<file path="config.mk">
export PLATFORM = sky130hd
export DESIGN_NAME = wide_alu_seq
export DESIGN_NICKNAME = d
export VERILOG_FILES = /design/src/rtl/wseq_pkg.sv /design/src/rtl/wseq_byte_alu.sv /design/src/rtl/wseq_ctrl.sv /design/src/rtl/wseq_join.sv /design/src/rtl/wide_alu_seq.sv
export SDC_FILE = /design/constraint.sdc
export NUM_CORES = 1
export LEC_CHECK = 0
export BUFFER_PORTS_ARGS = -buffer_cell sky130_fd_sc_hd__buf_2
export CELL_PAD_IN_SITES_DETAIL_PLACEMENT = 0
export CELL_PAD_IN_SITES_GLOBAL_PLACEMENT = 2
export CORE_ASPECT_RATIO = 1.5
export CORE_MARGIN = 2
export CORE_UTILIZATION = 37
export CTS_CLUSTER_DIAMETER = 150
export DETAILED_ROUTE_END_ITERATION = 8
export PLACE_DENSITY = 0.84
export SYNTH_ARGS = -nofsm -noshare
export SYNTH_HDL_FRONTEND = slang
export SYNTH_SLANG_ARGS = --single-unit
</file>
<file path="constraint.sdc">
create_clock -name clk -period 5.7 [get_ports clk]
set_input_delay 1.14 -clock clk [delete_from_list [all_inputs] [get_ports clk]]
set_output_delay 1.14 -clock clk [all_outputs]
set_load 0.02 [all_outputs]
</file>
<file path="src/rtl/wseq_pkg.sv">
// Shared definitions for the cascaded byte ALU sequencer.
// Assumes a 4-bit operation code; codes 14 and 15 alias the load operation.
package wseq_pkg;
    localparam int OP_W = 4;

    typedef enum logic [OP_W-1:0] {
        OP_OR  = 4'd0,  OP_AND = 4'd1,  OP_XOR = 4'd2,  OP_ADC = 4'd3,
        OP_SBC = 4'd4,  OP_CMP = 4'd5,  OP_LDA = 4'd6,  OP_STA = 4'd7,
        OP_INC = 4'd8,  OP_DEC = 4'd9,  OP_ASL = 4'd10, OP_ROL = 4'd11,
        OP_LSR = 4'd12, OP_ROR = 4'd13, OP_RS0 = 4'd14, OP_RS1 = 4'd15
    } alu_op_e;

    typedef enum logic [1:0] {ST_IDLE, ST_FIRST, ST_SECOND} seq_state_e;

    // Right shifts walk the word from the top byte down.
    function automatic logic high_first(alu_op_e op);
        return (op == OP_LSR) || (op == OP_ROR);
    endfunction

    // Chain bit fed into the first pass.
    function automatic logic seed_chain(alu_op_e op, logic cin);
        case (op)
            OP_ADC, OP_SBC, OP_ROL, OP_ROR: return cin;
            OP_CMP, OP_INC:                 return 1'b1;
            default:                        return 1'b0;
        endcase
    endfunction

    // Operations whose final chain bit becomes the carry flag.
    function automatic logic writes_carry(alu_op_e op);
        case (op)
            OP_ADC, OP_SBC, OP_CMP,
            OP_ASL, OP_ROL, OP_LSR, OP_ROR: return 1'b1;
            default:                        return 1'b0;
        endcase
    endfunction
endpackage

</file>
<file path="src/rtl/wseq_byte_alu.sv">
// Combinational single-byte ALU.
// Takes one byte of each operand and a chain bit (carry or shift-in).
// Returns the written byte, the byte that feeds N/Z, the chain bit out and
// the signed overflow of this byte. Assumes the caller sequences the passes.
module wseq_byte_alu
    import wseq_pkg::*;
#(
    parameter int BYTE_W = 8
) (
    input  alu_op_e           op,
    input  logic [BYTE_W-1:0] a,
    input  logic [BYTE_W-1:0] b,
    input  logic              chain_in,
    output logic [BYTE_W-1:0] res,
    output logic [BYTE_W-1:0] flag_val,
    output logic              chain_out,
    output logic              ovf
);
    localparam int MSB = BYTE_W - 1;

    logic [BYTE_W-1:0] lhs, rhs;
    logic [BYTE_W:0]   sum;

    // Select adder operands for each arithmetic flavour.
    always_comb begin
        lhs = a;
        rhs = b;
        case (op)
            OP_SBC, OP_CMP: rhs = ~b;
            OP_INC: begin lhs = b; rhs = '0; end
            OP_DEC: begin lhs = b; rhs = '1; end
            default: ;
        endcase
    end

    assign sum = {1'b0, lhs} + {1'b0, rhs} + {{BYTE_W{1'b0}}, chain_in};

    // Form the output byte, the chain bit and overflow.
    always_comb begin
        res       = b;
        flag_val  = '0;
        chain_out = 1'b0;
        ovf       = 1'b0;
        case (op)
            OP_OR:  res = a | b;
            OP_AND: res = a & b;
            OP_XOR: res = a ^ b;
            OP_ADC, OP_SBC: begin
                res       = sum[MSB:0];
                chain_out = sum[BYTE_W];
                ovf       = (lhs[MSB] == rhs[MSB]) && (sum[MSB] != lhs[MSB]);
            end
            OP_CMP: begin
                res       = a;
                chain_out = sum[BYTE_W];
            end
            OP_STA: res = a;
            OP_INC, OP_DEC: begin
                res       = sum[MSB:0];
                chain_out = sum[BYTE_W];
            end
            OP_ASL, OP_ROL: begin
                res       = {b[MSB-1:0], chain_in};
                chain_out = b[MSB];
            end
            OP_LSR, OP_ROR: begin
                res       = {chain_in, b[MSB:1]};
                chain_out = b[0];
            end
            default: res = b;
        endcase
        flag_val = (op == OP_CMP) ? sum[MSB:0] : res;
    end
endmodule

</file>
<file path="src/rtl/wseq_ctrl.sv">
// Pass sequencer: captures the command while idle, runs one or two passes,
// and tells the fetch side which byte half each pass uses.
// Assumes start is a level sampled only in the idle state.
module wseq_ctrl
    import wseq_pkg::*;
(
    input  logic             clk,
    input  logic             rst_n,
    input  logic             start,
    input  logic [OP_W-1:0]  op_in,
    input  logic             wide_in,
    input  logic             cin_in,
    output alu_op_e          op_q,
    output logic             wide_q,
    output logic             cin_q,
    output logic             pass_en,
    output logic             second,
    output logic             fetch_hi,
    output logic             last_pass
);
    seq_state_e state;

    // Advance the pass state and latch the command on acceptance.
    always_ff @(posedge clk) begin
        if (!rst_n) begin
            state  <= ST_IDLE;
            op_q   <= OP_OR;
            wide_q <= 1'b0;
            cin_q  <= 1'b0;
        end else begin
            case (state)
                ST_IDLE: if (start) begin
                    op_q   <= alu_op_e'(op_in);
                    wide_q <= wide_in;
                    cin_q  <= cin_in;
                    state  <= ST_FIRST;
                end
                ST_FIRST:  state <= wide_q ? ST_SECOND : ST_IDLE;
                default:   state <= ST_IDLE;
            endcase
        end
    end

    // Decode pass position and byte half.
    always_comb begin
        pass_en   = (state != ST_IDLE);
        second    = (state == ST_SECOND);
        fetch_hi  = wide_q & (second ^ high_first(op_q));
        last_pass = pass_en & (~wide_q | second);
    end
endmodule

</file>
<file path="src/rtl/wseq_join.sv">
// Chains the two passes and composes the registered word and flags.
// Holds the first pass byte, flag byte and chain bit; updates outputs only
// on the final pass. Assumes the ALU reports overflow per byte.
module wseq_join
    import wseq_pkg::*;
#(
    parameter int BYTE_W = 8
) (
    input  logic                clk,
    input  logic                rst_n,
    input  alu_op_e             op_q,
    input  logic                wide_q,
    input  logic                cin_q,
    input  logic                pass_en,
    input  logic                second,
    input  logic                fetch_hi,
    input  logic                last_pass,
    input  logic [BYTE_W-1:0]   res,
    input  logic [BYTE_W-1:0]   flag_val,
    input  logic                chain_out,
    input  logic                ovf,
    output logic                chain_to_alu,
    output logic                done,
    output logic [2*BYTE_W-1:0] result,
    output logic                flag_n,
    output logic                flag_z,
    output logic                flag_c,
    output logic                flag_v
);
    localparam int MSB    = BYTE_W - 1;
    localparam int WORD_W = 2 * BYTE_W;

    logic [BYTE_W-1:0] first_res_q, first_flag_q;
    logic              chain_q;
    logic [WORD_W-1:0] word_nx;
    logic              n_nx, z_nx;

    assign chain_to_alu = second ? chain_q : seed_chain(op_q, cin_q);

    // Compose the final word and N/Z from the current and held bytes.
    always_comb begin
        z_nx = (flag_val == '0);
        n_nx = flag_val[MSB];
        if (!wide_q) begin
            word_nx = {{BYTE_W{1'b0}}, res};
        end else if (fetch_hi) begin
            word_nx = {res, first_res_q};
            z_nx    = z_nx && (first_flag_q == '0);
        end else begin
            word_nx = {first_res_q, res};
            z_nx    = z_nx && (first_flag_q == '0);
            n_nx    = first_flag_q[MSB];
        end
    end

    // Hold the first pass outputs for the second pass.
    always_ff @(posedge clk) begin
        if (!rst_n) begin
            first_res_q  <= '0;
            first_flag_q <= '0;
            chain_q      <= 1'b0;
        end else if (pass_en && !second) begin
            first_res_q  <= res;
            first_flag_q <= flag_val;
            chain_q      <= chain_out;
        end
    end

    // Register the completed word and flags with the done pulse.
    always_ff @(posedge clk) begin
        if (!rst_n) begin
            done   <= 1'b0;
            result <= '0;
            flag_n <= 1'b0;
            flag_z <= 1'b0;
            flag_c <= 1'b0;
            flag_v <= 1'b0;
        end else begin
            done <= last_pass;
            if (last_pass) begin
                result <= word_nx;
                flag_n <= n_nx;
                flag_z <= z_nx;
                flag_c <= writes_carry(op_q) ? chain_out : cin_q;
                flag_v <= ovf;
            end
        end
    end
endmodule

</file>
<file path="src/rtl/wide_alu_seq.sv">
// Top of the cascaded byte ALU sequencer: one 8-bit ALU, a pass sequencer
// and a result joiner. Assumes the fetch side presents the byte half named
// by fetch_hi during each busy cycle.
module wide_alu_seq
    import wseq_pkg::*;
#(
    parameter int BYTE_W = 8,
    localparam int WORD_W = 2 * BYTE_W
) (
    input  logic              clk,
    input  logic              rst_n,
    input  logic              start,
    input  logic [OP_W-1:0]   op,
    input  logic              wide,
    input  logic              carry_in,
    input  logic [BYTE_W-1:0] opa_byte,
    input  logic [BYTE_W-1:0] opb_byte,
    output logic              busy,
    output logic              fetch_hi,
    output logic              done,
    output logic [WORD_W-1:0] result,
    output logic              flag_n,
    output logic              flag_z,
    output logic              flag_c,
    output logic              flag_v
);
    alu_op_e           op_q;
    logic              wide_q, cin_q, pass_en, second, last_pass;
    logic              chain_in, chain_out, ovf;
    logic [BYTE_W-1:0] res, flag_val;

    assign busy = pass_en;

    wseq_ctrl u_ctrl (
        .clk(clk), .rst_n(rst_n), .start(start), .op_in(op),
        .wide_in(wide), .cin_in(carry_in), .op_q(op_q), .wide_q(wide_q),
        .cin_q(cin_q), .pass_en(pass_en), .second(second),
        .fetch_hi(fetch_hi), .last_pass(last_pass)
    );

    wseq_byte_alu #(.BYTE_W(BYTE_W)) u_alu (
        .op(op_q), .a(opa_byte), .b(opb_byte), .chain_in(chain_in),
        .res(res), .flag_val(flag_val), .chain_out(chain_out), .ovf(ovf)
    );

    wseq_join #(.BYTE_W(BYTE_W)) u_join (
        .clk(clk), .rst_n(rst_n), .op_q(op_q), .wide_q(wide_q),
        .cin_q(cin_q), .pass_en(pass_en), .second(second),
        .fetch_hi(fetch_hi), .last_pass(last_pass), .res(res),
        .flag_val(flag_val), .chain_out(chain_out), .ovf(ovf),
        .chain_to_alu(chain_in), .done(done), .result(result),
        .flag_n(flag_n), .flag_z(flag_z), .flag_c(flag_c), .flag_v(flag_v)
    );
endmodule

</file>
==> results of run 1 <==
path summary, 6_finish.rpt:
| path | startpoint | end | cells after the start |
|---|---|---|---|
| max | u_ctrl.op_q[3] | u_join.flag_z | 13 |
| min | u_join.flag_n | u_join.flag_n | 2 |
| max reg2reg | u_ctrl.op_q[3] | u_join.flag_z | 13 |
| min reg2reg | u_join.flag_n | u_join.flag_n | 2 |
layout make-up:
cell class,count,area (um2),area share (%)
tap,115,143.9,3.501
multi-input combinational,360,2495,60.70
timing repair buffer,56,302.8,7.367
inverter,30,112.6,2.740
sequential,46,920.9,22.40
clock inverter,2,10.01,0.2435
clock buffer,5,125.1,3.044
stage by stage:
step | util [%] | instances | hold slack, ns | setup WS, ns | cell area (um2)
4_1_cts | 42.18 | 614 | 0.4819 | 1.346 | 4110
3_3_place_gp | 40.79 | 607 | 0.4619 | 1.497 | 3975
3_5_place_dp | 40.79 | 607 | 0.4576 | 1.357 | 3975
2_1_floorplan | - | 468 | 0.4543 | 2.016 | 3725
6_report | 42.18 | 614 | 0.4752 | 1.371 | 4110
5_1_grt | 42.18 | 614 | 0.5156 | 1.032 | 4110
report_power, final:
part | internal [mW] | switching, mW
logic | 0.147 | 0.216
clock network | 0.158 | 0.116
registers | 0.345 | 0.0225
total | 0.651 | 0.355
worst max-delay path, cell delays in order, from the launching register on:
cell and delay (ns):
dfxtp_1 1.02, nor2_2 0.10, nor3_2 0.51, o22ai_1 0.19, fa_1 0.50, fa_1 0.41
nand2b_1 0.18, a21oi_1 0.16, xnor2_1 0.18, nor2_1 0.09, o32a_4 0.36, o31ai_2 0.21
nand4_1 0.11, o31ai_1 0.23
flip-flops by register name, indices dropped and copies added, names as in the netlist:
| register | count |
|---|---|
| u_ctrl.cin_q | 1 |
| u_ctrl.op_q | 4 |
| u_ctrl.state | 2 |
| u_ctrl.wide_q | 1 |
| u_join.chain_q | 1 |
| u_join.done | 1 |
| u_join.first_flag_q | 8 |
| u_join.first_res_q | 8 |
| u_join.flag_c | 1 |
| u_join.flag_n | 1 |
| u_join.flag_v | 1 |
| u_join.flag_z | 1 |
| u_join.result | 16 |
cell families after synthesis:
family	after synthesis	share of synthesized area (%)
compound gates	153	29.19
mux	24	6.449
fa+ha+maj	25	8.801
buf+inv	62	8.297
xor+xnor	6	1.411
simple gates	152	21.13
flops	46	24.72
cells in the mapped netlist, types with 7 or more instances:
cell type / number
ha_1: 23
a21oi_1: 46
nor3_1: 8
buf_6: 7
nor2b_1: 23
nand2_1: 40
inv_1: 27
mux2i_1: 24
dfxtp_1: 46
clkbuf_1: 15
nor2_1: 32
nand3_1: 11
o22a_1: 8
o21ai_0: 32
o211a_1: 9
layer usage:
| layer | wire, um | vias to the layer above |
|---|---|---|
| li1 | - | 1755 |
| met2 | 5046 | 77 |
| met5 | 0 | - |
| met1 | 4526 | 1633 |
| met3 | 320 | 19 |
| met4 | 342 | 0 |
==> reports/qor.yml, run 1 <==
cts.sinks: 46
row_count: 44
power_leakage_nw: 1.810
antenna_left: 0
start_util_pct: 38.23
rsz0062_at_grt: "false"
cts_buffer_depth: 2
layout_common_cells: "47 x buf_2, 46 x a21oi_1, 46 x dfxtp_1"
io_pins: 48
grt_pass1_vias: 3416
yosysUniqueCellTypes: 70
grt.overflow.total: 0
final_nets: 549
p_total_mw: 1.005
seq_area_frac_synth_pct: 24.72
hold_viol_final: 0
drv_slew: 0
diodes: 0
fmax_mhz: 231.0
cts_tree: "built"
synth_async_sr_flop_share_pct: 0
crit_arrival_ns: 4.53
drv_cap: 0
numCtsBuffers: 5
grtUsageMet2_pct: 32.51
vdd_drop_max_v: 0.0001764
syn-instance-count: 468
netlist_area_mm2: 0.003725
path_clk_slew_ns: 0.06
wl_per_cell_um: 16.67
layout_commonest_cell: "buf_2"
nFillCells: 1022
pwr_density_cell_mw_per_mm2: 244.6
drive_gt1_share_pct: 18.64
finalSetupTns_ns: 0
min_path_type: "reg -> reg"
drt_iter0_markers: 225
synth_top_area_cell: "dfxtp_1"
clk_latency_ns: 0.29
synth_seq_cells: 46
num_vias: 3484
tightest_slew_ns: 1.064
htree_levels: 2
rrSetupSlack_ns: 1.37
antenna_found_initial: 0
outcome: "completed"
cts_setup_buffers: 0
final.min_clock_period_ns: 4.329
synth_ff_type: "dfxtp_1"
setup_viol: 0
start_kind: "flip-flop"
die_area_mm2: 0.01090
synth_top_area_share_pct: 24.72
synth_warnings: 0
cts_root_buffer: "clkbuf_16"
routed_wl_um: 10240
cp.required_ns: 5.90
fp.dieW_um: 85.93
cts_hold_buffers: 0
track_usage_pct: 19.19
synth.avg_cell_area_um2: 7.959
drc_errors: 0
max_slew_margin_pct: 28.94
drtPass1Iterations: 5
port_buffers: 47
dp_hpwl_um: 7797
syn_nets: 518
fin_crit_sh_pct: 75.94
place_congestion: 0.8980
fin_skew_ns: 0.005871
top_usage_layer: "met2"
synth_area_leaders: "dfxtp_1 25%, ha_1 7.7%, mux2i_1 6.4%"
coreArea_mm2: 0.009744
grt_max_degree: 47
cts.repair.resized: 0
grt_util_met3_pct: 2.668
area_growth_pct: 10.35
critical_path_class: "reg -> reg"
grtUsageMet1_pct: 23.95
synth_edf_count: 0
grt_first_pass_wirelength_um: 16930
worstSetupEndpointType: "flip-flop"
die_h_um: 126.9
vias_per_cell: 5.674
crit_fanout: 27
Power figures use the tool's default switching activity.
==> run 2, diff against run 1 <==
CORE_UTILIZATION = 35   (was 37)
PLACE_DENSITY = 0.8   (was 0.84)
clock period = 4.1 ns   (was 5.7 ns; I/O delays follow)
==> reports/qor.yml, run 2 (synthesized netlist as in run 1, its figures left out) <==
cts.repair.resized: 0  # unchanged
wl_per_cell_um: 16.27  # -2.4%
numCtsBuffers: 5  # unchanged
placed_area_mm2: 0.004041  # +1.7%
rrSetupSlack_ns: 0.46  # -0.91 ns
cts_hold_buffers: 0  # unchanged
port_buffers: 47  # unchanged
drtPass1Iterations: 4  # -1
track_usage_pct: 18.95  # -0.23 points
cts_tree: "built"
setup_viol: 0  # unchanged
row_count: 46  # +4.5%
cts.sinks: 46  # unchanged
crit_chain: "nor2b_1, o211a_1, o32ai_2, fa_1, fa_1, nand2b_1, a21oi_1, xnor2_1, nor2_1, o32a_4, o31ai_2, nand4_1, o31ai_1"
hold_viol_final: 0  # unchanged
vias_per_cell: 5.353  # -5.7%
dp_hpwl_um: 8180  # +4.9%
drv_cap: 0  # unchanged
whs_ns: 0.4863  # +0.01111 ns
hp-start: "u_join.first_flag_q[6]"
r2r-end: "u_join.flag_z"
die_area_mm2: 0.01150  # +5.5%
power_leakage_nw: 1.845  # +1.9%
top_regs: "u_join.result: 16 flops, u_join.first_flag_q: 8 flops, u_join.first_res_q: 8 flops"
die_h_um: 130.3  # +2.7%
min_path_type: "reg -> reg"
top_register: "u_join.result"
path_clk_slew_ns: 0.06  # about the same
grt_first_pass_wirelength_um: 17020  # +0.53%
final.min_clock_period_ns: 3.637  # -0.6923 ns
largest_reg_flops: 16  # unchanged
start_util_pct: 35.56  # -2.7 points
crit_arrival_ns: 3.84  # -0.69 ns
drive_gt1_share_pct: 19.44  # +0.81 points
start_kind: "flip-flop"
layout_commonest_cell: "buf_2"
reg2reg_depth: 13  # unchanged
fin_util_pct: 40.17  # -2.0 points
cp-startpoint: "u_ctrl.op_q[2]"
design_area_mm2: 0.004208  # +2.4%
critical_path_class: "reg -> reg"
fin_skew_ns: 0.001751  # -0.004119 ns
cts_root_buffer: "clkbuf_16"
rr_startpoint: "u_ctrl.op_q[2]"
path_common_cell: "fa_1"
routed_wl_um: 10550  # +3.0%
clk_latency_ns: 0.29  # about the same
grt_max_degree: 47  # unchanged
cp-endpoint: "u_join.flag_z"
antenna_found_initial: 0  # unchanged
drt_iter0_markers: 137  # -39%
rsz0062_at_grt: "false"
finalSetupTns_ns: 0  # unchanged
worstSetupEndpointType: "flip-flop"
drv_slew: 0  # unchanged
tightest_slew_ns: 0.6918  # -0.3726 ns
area_growth_pct: 12.97
htree_levels: 2  # unchanged
layout_common_cells: "47 x buf_2, 46 x a21oi_1, 46 x dfxtp_1"
grt_pass1_vias: 3265  # -4.4%
max_stage_delay_ns: 0.56  # -0.46 ns
cp_slowest_cell: "dfxtp_1"
max_slew_margin_pct: 53.88  # +25 points
coreArea_mm2: 0.01048  # +7.5%
fmax_mhz: 275.0  # +19%
drc_errors: 0  # unchanged
num_vias: 3469  # -0.43%
p_total_mw: 1.464  # +46%
grt.overflow.total: 0  # unchanged
fp.dieW_um: 88.23  # +2.7%
antenna_left: 0  # unchanged
cp.required_ns: 4.30  # -1.60 ns
pwr_density_cell_mw_per_mm2: 347.8  # +42%
cts_buffer_depth: 2  # unchanged
cts_setup_buffers: 0  # unchanged
outcome: "completed"
place_congestion: 0.8630  # -3.9%
diodes: 0  # unchanged
fin_crit_sh_pct: 88.70  # +13 points
final_nets: 553  # +0.73%
io_pins: 48  # unchanged
crit_fanout: 11  # -59%
vdd_drop_max_v: 0.0002664  # +51%
## run 2: area by class of cell
cell class	count	area, um2
multi-input combinational	360	2495
tap	144	180.2
fill	1115	6267
timing repair buffer	60	332.8
inverter	30	112.6
sequential	46	920.9
clock buffer	8	166.4
## run 2: worst max-delay path: cells and delay by family (launching register included)
family	cells	cell delay, ns
AO/OA/AOI/OAI	6	1.26
XOR/XNOR	1	0.18
adder cells (fa/ha/maj)	2	0.87
flip-flops	1	0.56
AND/OR/NAND/NOR	4	0.67
## run 2: how the worst min path moves through the flow
| stage | slack, ns | cells after the start | to |
|---|---|---|---|
| 2_1_floorplan | 0.45 | 1 | u_join.first_flag_q[0] |
| 3_3_place_gp | 0.46 | 2 | u_join.flag_n |
| 3_5_place_dp | 0.47 | 1 | u_join.first_flag_q[6] |
| 4_1_cts | 0.49 | 1 | u_join.first_flag_q[6] |
| 5_1_grt | 0.50 | 1 | u_join.first_flag_q[5] |
| 6_report | 0.49 | 1 | u_join.first_flag_q[6] |
## run 2: stage by stage
stage | std cells | setup WS [ns]
floorplan | 468 | 0.4688
detailed placement | 640 | 0.3411
global placement | 640 | 0.4311
global route | 648 | 0.1264
finish | 648 | 0.4635
CTS | 648 | 0.4417
## run 2: routing by layer
| metal | GRT usage (%) | vias to the layer above | wire, um |
|---|---|---|---|
| met5 | 0 | - | 0 |
| met4 | 6.417 | 0 | 225 |
| met3 | 1.834 | 15 | 238 |
| met2 | 33.61 | 57 | 5399 |
| met1 | 23.65 | 1632 | 4681 |
| li1 | - | 1765 | - |
## run 2: power by group
group	switching, mW	internal, mW
clock	0.165	0.276
combinational	0.311	0.209
sequential	0.0234	0.479
total	0.500	0.964
==> run 3, diff against run 2 <==
ABC_AREA = 1   (was default)
CORE_UTILIZATION = 32   (was 35)
==> reports/qor.yml, run 3 <==
outcome: "completed"
grt_pass1_vias: 3590  # +10%
cts_root_buffer: "clkbuf_16"
drc_errors: 0  # unchanged
layout_common_cells: "141 x nand2_1, 61 x inv_1, 55 x nand3_1"
crit_family: "simple AND/OR/NAND/NOR gates"
io_pins: 48  # unchanged
synth_ff_type: "dfxtp_1"
track_usage_pct: 20.63  # +1.7 points
yosysUniqueCellTypes: 41  # -41%
placed_area_mm2: 0.003988  # -1.3%
drt_iter0_markers: 145  # +5.8%
synth_top_area_share_pct: 25.06  # +0.34 points
drive_gt1_share_pct: 15.54  # -3.9 points
max_stage_delay_ns: 0.51  # -0.05 ns
critical_path_buf_inv_count: 3  # +3
seq_area_frac_synth_pct: 25.06  # +0.34 points
die_area_mm2: 0.01237  # +7.6%
grt_first_pass_wirelength_um: 19900  # +17%
largest_reg_flops: 16  # unchanged
antenna_left: 0  # unchanged
holdPathStages: 2  # +1
rsz0062_at_grt: "false"
yosys.area_share.simple_pct: 37.42  # +16 points
numCtsBuffers: 5  # unchanged
top_register: "u_join.result"
grt_max_degree: 27  # -43%
yosys.area_share.xor_xnor_pct: 0.6810  # -0.73 points
critical_path_class: "reg -> reg"
start_util_pct: 33.06  # -2.5 points
final_nets: 655  # +18%
place_congestion: 1.005  # +16%
ys_top_cells_by_count: "141 x nand2_1, 61 x inv_1, 55 x nand3_1"
synth_compound_area_share_pct: 16.85  # -12 points
whs_ns: 0.4604  # -0.02591 ns
diodes: 0  # unchanged
fmax_mhz: 267.2  # -2.8%
design_area_mm2: 0.004124  # -2.0%
coreArea_mm2: 0.01111  # +6.1%
hold_viol_final: 0  # unchanged
fin_skew_ns: 0.005599  # +0.003848 ns
cp_slowest_cell: "fa_1"
multiInputGateArea_mm2: 0.002347  # -5.9%
synth.avg_cell_area_um2: 6.447  # -19%
path_depth: 17  # +4
htree_levels: 2  # unchanged
row_count: 47  # +2.2%
syn-instance-count: 570  # +22%
drv_cap: 0  # unchanged
synth_adder_area_share_pct: 8.921  # +0.12 points
start_kind: "flip-flop"
grt.overflow.total: 0  # unchanged
cts_buffer_depth: 2  # unchanged
top_regs: "u_join.result: 16 flops, u_join.first_flag_q: 8 flops, u_join.first_res_q: 8 flops"
cts_tree: "built"
cts_setup_buffers: 0  # unchanged
power_leakage_nw: 2.046  # +11%
wl_per_cell_um: 16.51  # +1.5%
pwr_density_cell_mw_per_mm2: 348.6  # +0.20%
crit_fanout: 9  # -2
clk_latency_ns: 0.29  # about the same
drv_slew: 0  # unchanged
synth_seq_cells: 46  # unchanged
antenna_found_initial: 0  # unchanged
port_buffers: 47  # unchanged
crit_chain: "inv_2, nand2_1, nor2_1, inv_1, nand2_1, o21ai_0, a22oi_1, fa_1, fa_1, inv_1, nand2_1, nand4_1, nand2_1, nand3_1, nor3_2, nand4_1, a21oi_1"
seq_area_um2: 922.1  # +0.14%
path_common_cell: "nand2_1"
max_slew_margin_pct: 46.98  # -6.9 points
tightest_slew_ns: 0.7904  # +0.09855 ns
reg2reg_depth: 17  # +4
setup_viol: 0  # unchanged
yosysMostFrequentCell: "nand2_1"
nFillCells: 1256  # +13%
vdd_drop_max_v: 0.0001404  # -47%
syn_nets: 620  # +20%
drtPass1Iterations: 4  # unchanged
cp.required_ns: 4.29  # about the same
num_vias: 3817  # +10%
synth_area_leaders: "dfxtp_1 25%, nand2_1 14%, ha_1 7.8%"
synth_async_sr_flop_share_pct: 0  # unchanged
worstSetupEndpointType: "flip-flop"
cts.repair.resized: 0  # unchanged
synth_top_area_cell: "dfxtp_1"
layout_commonest_cell: "nand2_1"
fp.dieW_um: 91.50  # +3.7%
synth_top_family_by_area: "simple AND/OR/NAND/NOR gates"
cts_hold_buffers: 0  # unchanged
crit_arrival_ns: 3.94  # +0.10 ns
cts.sinks: 46  # unchanged
path_clk_slew_ns: 0.06  # about the same
dp_hpwl_um: 9937  # +21%
synth_mux_area_share_pct: 0  # -6.4 points
area_growth_pct: 12.22
final.min_clock_period_ns: 3.743  # +0.1060 ns
min_path_type: "reg -> reg"
die_h_um: 135.2  # +3.8%
synth_edf_count: 0  # unchanged
routed_wl_um: 12420  # +18%
finalSetupTns_ns: 0  # unchanged
vias_per_cell: 5.076  # -5.2%
fin_crit_sh_pct: 91.28  # +2.6 points
synth_warnings: 0  # unchanged
netlist_area_mm2: 0.003675  # -1.3%
## run 3: per-stage QoR
stage | util [%] | setup WS (ns) | total power, mW | cells
after floorplan | - | 1.064 | 0.9020 | 570
after global placement | 35.88 | 0.2377 | 1.058 | 745
after detailed placement | 35.88 | 0.1868 | 1.058 | 745
after CTS | 37.09 | 0.1762 | 1.452 | 752
after global routing | 37.10 | 0.008342 | 1.546 | 752
final | 37.10 | 0.3574 | 1.437 | 752
## run 3: power by group
| part | total [mW] | switching [mW] | leakage (nW) | internal, mW |
|---|---|---|---|---|
| Sequential | 0.507 | 0.0285 | 0.377 | 0.478 |
| Clock | 0.389 | 0.168 | 0.0694 | 0.220 |
| Combinational | 0.542 | 0.374 | 1.60 | 0.168 |
| Total | 1.44 | 0.570 | 2.05 | 0.867 |
## run 3: logic make-up after synthesis
| logic type | count (synthesis) |
|---|---|
| DFF | 46 |
| buffers and inverters | 94 |
| adders and majority gates | 25 |
| xor gates and xnor gates | 2 |
| and+or+nand+nor | 289 |
| AOI/OAI and AO/OA | 114 |
## run 3: worst paths after layout
path / from / to / slack [ns]
hold / removal: u_join.result[8] / u_join.result[8] / 0.46
setup / recovery: u_ctrl.op_q[3] / u_join.flag_z / 0.36
hold reg to reg: u_join.result[8] / u_join.result[8] / 0.46
setup reg to reg: u_ctrl.op_q[3] / u_join.flag_z / 0.36
## run 3: routing by layer
layer  GRT usage [%]  share of wire, %
met5               0                 0
met2           39.13                53
met1           24.01                42
met3           1.280               2.4
met4           7.660               2.5
## run 3: cell type report
type | count | area share [%]
inverter | 72 | 6.735
sequential | 46 | 22.36
clock inverter | 2 | 0.2427
multi-input combinational | 430 | 56.92
timing repair buffer | 50 | 6.250
tap | 147 | 4.460
clock buffer | 5 | 3.034
## run 3: worst register-to-register path, delay by kind of cell, from the launching register on
family                   cells  cell delay, ns
AND/OR/NAND/NOR              9            1.34
AO/OA/AOI/OAI                3            0.46
buffers and inverters        3            0.32
adder cells (fa/ha/maj)      2            1.01
flip-flops                   1            0.49
